$ cat src/rtl/ddr_mux_pkg.sv
// Package: configuration rule shared by the serial output selector.
// Assumes: the capture registers are loaded from a rising-edge launch stage.
package ddr_mux_pkg;

    // True when the configuration puts the first bit on the line before the second.
    function automatic bit ddr_cfg_legal(input bit first_neg, input bit second_neg,
                                         input bit sel_inv);
        return (first_neg && !second_neg)
            || (!first_neg && !second_neg && sel_inv)
            || (first_neg && second_neg && !sel_inv);
    endfunction

endpackage

$ cat src/rtl/ddr_launch_stage.sv
// Module: ddr_launch_stage
// Registers an offered bit pair on the rising edge. An idle slot loads zeros.
// Assumes: rst_n is synchronous to clk.
module ddr_launch_stage #(
    parameter int LANES = 1
) (
    input  logic             clk,
    input  logic             rst_n,
    input  logic             pair_valid,
    input  logic [LANES-1:0] pair_first,
    input  logic [LANES-1:0] pair_second,
    output logic [LANES-1:0] launch_first,
    output logic [LANES-1:0] launch_second
);

    // Take the pair when it is valid; otherwise load the idle value.
    always_ff @(posedge clk) begin
        if (!rst_n) begin
            launch_first  <= '0;
            launch_second <= '0;
        end else if (pair_valid) begin
            launch_first  <= pair_first;
            launch_second <= pair_second;
        end else begin
            launch_first  <= '0;
            launch_second <= '0;
        end
    end

    a_r4_idle_clears: assert property (@(posedge clk) disable iff (!rst_n)
        !pair_valid |=> (launch_first == '0 && launch_second == '0));

    a_r3_valid_taken: assert property (@(posedge clk) disable iff (!rst_n)
        pair_valid |=> (launch_first == $past(pair_first)
                        && launch_second == $past(pair_second)));

    a_r7_reset_clear: assert property (@(posedge clk) disable iff (!rst_n)
        $rose(rst_n) |-> (launch_first == '0 && launch_second == '0));

endmodule

$ cat src/rtl/ddr_capture_reg.sv
// Module: ddr_capture_reg
// Capture register. NEG_EDGE picks the clock edge it loads on.
// Assumes: the synchronous reset is sampled on the same edge the register uses.
module ddr_capture_reg #(
    parameter int LANES    = 1,
    parameter bit NEG_EDGE = 1'b0
) (
    input  logic             clk,
    input  logic             rst_n,
    input  logic [LANES-1:0] d,
    output logic [LANES-1:0] q
);

    if (NEG_EDGE) begin : g_fall
        // Load on the falling edge.
        always_ff @(negedge clk) begin
            if (!rst_n) q <= '0;
            else        q <= d;
        end
    end else begin : g_rise
        // Load on the rising edge.
        always_ff @(posedge clk) begin
            if (!rst_n) q <= '0;
            else        q <= d;
        end
    end

endmodule

$ cat src/rtl/ddr_phase_mux.sv
// Module: ddr_phase_mux
// 2:1 selector with the clock as select. A single select term drives every lane.
// Assumes: in0 holds the first bit and in1 holds the second bit.
module ddr_phase_mux #(
    parameter int LANES   = 1,
    parameter bit SEL_INV = 1'b1
) (
    input  logic             clk,
    input  logic [LANES-1:0] in0,
    input  logic [LANES-1:0] in1,
    output logic [LANES-1:0] y
);

    logic sel;

    // One select term derived from the clock; no separate complement path.
    always_comb sel = clk ^ SEL_INV;

    // Choose input 1 while the select is high, input 0 otherwise.
    always_comb y = sel ? in1 : in0;

endmodule

$ cat src/rtl/ddr_serial_out.sv
// Module: ddr_serial_out (top)
// Sends bit pairs on a double-data-rate line: a launch stage, two capture
// registers on selectable edges, and a clock-selected 2:1 selector.
// Assumes: rst_n is synchronous; only configurations that keep first-then-second order are built.
module ddr_serial_out #(
    parameter int LANES         = 1,
    parameter bit FIRST_ON_NEG  = 1'b1,
    parameter bit SECOND_ON_NEG = 1'b0,
    parameter bit SEL_INVERT    = 1'b1
) (
    input  logic             clk,
    input  logic             rst_n,
    input  logic             pair_valid,
    input  logic [LANES-1:0] pair_first,
    input  logic [LANES-1:0] pair_second,
    output logic [LANES-1:0] ser_out
);

    localparam bit CfgOk = ddr_mux_pkg::ddr_cfg_legal(FIRST_ON_NEG, SECOND_ON_NEG, SEL_INVERT);

    // stop elaboration for a configuration that would swap the bit order.
    if (!CfgOk) begin : g_bad_cfg
        $error("ddr_serial_out: edge/select combination sends second bit first");
    end

    logic [LANES-1:0] launch_first;
    logic [LANES-1:0] launch_second;
    logic [LANES-1:0] cap_first;
    logic [LANES-1:0] cap_second;

    ddr_launch_stage #(.LANES(LANES)) u_launch (
        .clk          (clk),
        .rst_n        (rst_n),
        .pair_valid   (pair_valid),
        .pair_first   (pair_first),
        .pair_second  (pair_second),
        .launch_first (launch_first),
        .launch_second(launch_second)
    );

    ddr_capture_reg #(.LANES(LANES), .NEG_EDGE(FIRST_ON_NEG)) u_cap_first (
        .clk  (clk),
        .rst_n(rst_n),
        .d    (launch_first),
        .q    (cap_first)
    );

    ddr_capture_reg #(.LANES(LANES), .NEG_EDGE(SECOND_ON_NEG)) u_cap_second (
        .clk  (clk),
        .rst_n(rst_n),
        .d    (launch_second),
        .q    (cap_second)
    );

    ddr_phase_mux #(.LANES(LANES), .SEL_INV(SEL_INVERT)) u_mux (
        .clk(clk),
        .in0(cap_first),
        .in1(cap_second),
        .y  (ser_out)
    );

    // value on the line just before the falling edge, i.e. in the high phase.
    a_r6_high_phase_src: assert property (@(negedge clk) disable iff (!rst_n)
        ser_out == (SEL_INVERT ? cap_first : cap_second));

    // value on the line just before the rising edge, i.e. in the low phase.
    a_r6_low_phase_src: assert property (@(posedge clk) disable iff (!rst_n)
        ser_out == (SEL_INVERT ? cap_second : cap_first));

    // when both registers hold 1 the line is 1 in the low phase.
    a_r8_ones_low: assert property (@(posedge clk) disable iff (!rst_n)
        (cap_first & cap_second & ~ser_out) == '0);

    // when both registers hold 1 the line is 1 in the high phase.
    a_r8_ones_high: assert property (@(negedge clk) disable iff (!rst_n)
        (cap_first & cap_second & ~ser_out) == '0);

endmodule

$ cat config.mk
export PLATFORM = sky130hd
export DESIGN_NAME = ddr_serial_out
export DESIGN_NICKNAME = d
export VERILOG_FILES = /design/src/rtl/ddr_mux_pkg.sv /design/src/rtl/ddr_launch_stage.sv /design/src/rtl/ddr_capture_reg.sv /design/src/rtl/ddr_phase_mux.sv /design/src/rtl/ddr_serial_out.sv
export SDC_FILE = /design/constraint.sdc
export NUM_CORES = 1
export LEC_CHECK = 0
export BUFFER_PORTS_ARGS = -buffer_cell sky130_fd_sc_hd__buf_4
export CAP_MARGIN = 15
export CORE_AREA = 2 2 39 41
export CTS_CLUSTER_SIZE = 28
export DETAILED_ROUTE_END_ITERATION = 10
export DIE_AREA = 0 0 41 43
export MAX_ROUTING_LAYER = met4
export PLACE_DENSITY = 0.35
export SETUP_SLACK_MARGIN = 0.4
export SLEW_MARGIN = 10
export SYNTH_ARGS = -nofsm -noshare
export SYNTH_HDL_FRONTEND = slang
export SYNTH_SLANG_ARGS = --single-unit
$ cat constraint.sdc
create_clock -name clk -period 1.6 [get_ports clk]
set_input_delay 0.32 -clock clk [delete_from_list [all_inputs] [get_ports clk]]
set_output_delay 0.32 -clock clk [all_outputs]
set_load 0.03 [all_outputs]
==> results.cfg <==
[job]
maxCapViolCount = 0

[critical_path]
cp_max_fo = 1
cp.depth = 2
critPathKind = reg -> out
crit_family = flip-flops
path_cells = mux2_4 > buf_6
crit_buf_inv = 1
startpoint_type = register
ff2ff_path_depth = 1
worst_setup_path_end_kind = primary output
cp_slowest_cell = dfxtp_1
critPathRequiredTime_ns = 1.28
cpPeakStageDelay_ns = 0.29
worstPathArrival_ns = 1.89

[final_layout]
mostFrequentLayoutCells = 6 x clkbuf_4, 4 x buf_4, 4 x dfxtp_1
layout_commonest_cell = clkbuf_4
syn_to_final_growth_pct = 88.9
drive_above_1_share_pct = 54.5
final_cell_area_um2 = 234
final_nets = 28
fillers = 166
num_antenna_cells = 0

[cts]
path_clk_slew_ns = 0.04
insertion_delay_ns = 0.41
cts_tree = built
postCtsHoldBufs = 0
postCtsSetupBuffers = 0

[timing]
setup_violations = 1
layout_setup_ws_ns = -0.605
rsz0062_at_grt = yes
final_hold_viol_count = 0
slew_viol_final = 0
tns_ns = -0.605
worst_clock_skew_ns = 0.0654
worst_slew_pin_slew_ns = 0.0710
slew_headroom_pct = 95.3
hold_ws_ns = 0.203

[pwr]
p_sw_mw = 0.0986
sequentialPowerShare_pct = 25.4
p_leak_nw = 0.117
switching_share_pct = 24.0
peakVddDrop_v = 0.000374
combPwrFrac_pct = 2.5
p_int_mw = 0.312
powerDensity_mw_per_mm2 = 1750
p_clk_share_pct = 72.1

[floorplanning]
initial_utilization_pct = 8.95
die_x_um = 41
dieArea_mm2 = 0.00176
die_height_um = 43
fp.coreArea_mm2 = 0.00138
rows = 14
io_pins = 6

[drt]
ant_nets = 0
drtIter0Drc = 2
routed_wl_um = 282
vias = 118
drc_errors = 0
avgRoutedWirePerCell_um = 7.42
drt-pass1-iter-count = 2
viasPerCell = 3.11

[outcome]
status = finished with violations
violations = setup timing

[logic_synthesis]
synthDistinctLibCells = 5
synth_compound_area_share_pct = 0
synth.top_cell.area_share_pct = 64.6
synth_top_family_by_area = simple AND/OR/NAND/NOR gates
synth_fp_nets = 15
ys_ff_latch = 4
synth_largest_area_cell = dfxtp_1
syn_inst = 10
synth_area_leaders = dfxtp_1 65%, mux2_4 12%, and2_1 10%
synth_xor_area_share_pct = 0
synthSimpleGateAreaFrac_pct = 20.2
synthAdderAreaFrac_pct = 0
muxShareOfSynthArea_pct = 12.1
syn_area_per_cell_um2 = 12.4
yosys_warnings = 0
synth_seq_area_share_pct = 64.6
syn_area_um2 = 124

[global_route]
grt_pass1_wl_um = 489
grt_max_degree = 5
overflow = 0
grt_usage_pct = 5.86
grt_pass1_vias = 150
antenna_found_initial = 0

[place]
port_buffers = 5
place.gp.congestion = 0.459
place_area_um2 = 181

[hold_path]
hold_class = in -> reg
whs_path_depth = 2
==> cell usage after synthesis <==
cell type and count:
dfxtp_1 4, mux2_4 1, and3_1 2, and2_1 2
inv_1 1
==> routing by layer <==
layer	global-route usage [%]	vias to the layer above	share of wire [%]	wire, µm
li1	-	55	-	-
met1	2.88	56	33	93
met2	4.69	7	52	146
met3	8.38	0	15	41
met4	11.3	0	0	0
met5	-	-	0	0
==> cells by family after synthesis <==
family                 count (synthesis)
DFF                                    4
and+or+nand+nor                        4
muxes                                  1
buffers and inverters                  1
==> power by group through the flow <==
| stage | sequential [mW] | clock, mW | combinational, mW |
|---|---|---|---|
| 3_5_place_dp | 0.106 | 0.0357 | 0.0107 |
| 4_1_cts | 0.104 | 0.309 | 0.0107 |
| 2_1_floorplan | 0.106 | 0.0307 | 0.00208 |
| 5_1_grt | 0.104 | 0.327 | 0.0117 |
| 3_3_place_gp | 0.106 | 0.0357 | 0.0101 |
| 6_report | 0.104 | 0.296 | 0.0104 |
==> sequential cells by signal, indices dropped and copies added, names as in the netlist <==
name and cells:
u_launch.launch_first 1, u_launch.launch_second 1, u_cap_second.q 1, u_cap_first.q 1
==> repair_timing <==
action / 4_1_cts / 5_1_grt
gates resized for setup: 1 / 0
pin swaps: 1 / 0
endpoints found under the setup margin: 2 / 2
==> worst paths after layout <==
path,startpoint,end,slack [ns]
worst max-delay path,u_cap_first.q,ser_out,-0.61
worst max register to register,u_launch.launch_first,u_cap_first.q,0.35
worst min-delay path,rst_n,u_cap_second.q,0.20
worst min register to register,u_launch.launch_second,u_cap_second.q,0.43
==> metrics by stage <==
stage	cells	utilization, %	power [mW]	setup slack [ns]
3_5_place_dp	31	13.1	0.152	-0.200
2_1_floorplan	10	-	0.138	-0.0939
4_1_cts	38	16.9	0.423	-0.618
5_1_grt	38	16.9	0.442	-0.647
6_report	38	16.9	0.411	-0.605
3_3_place_gp	31	13.1	0.151	-0.197
==> layout make-up <==
type,count,area [µm²],share of cell area [%]
well taps,16,20.0,8.56
repair buffers,4,30.0,12.8
clock inverters,1,3.75,1.60
multi-input cells,5,40.0,17.1
clock buffers,8,60.1,25.7
flip-flops and latches,4,80.1,34.2
(Power assumes the default switching activity.)
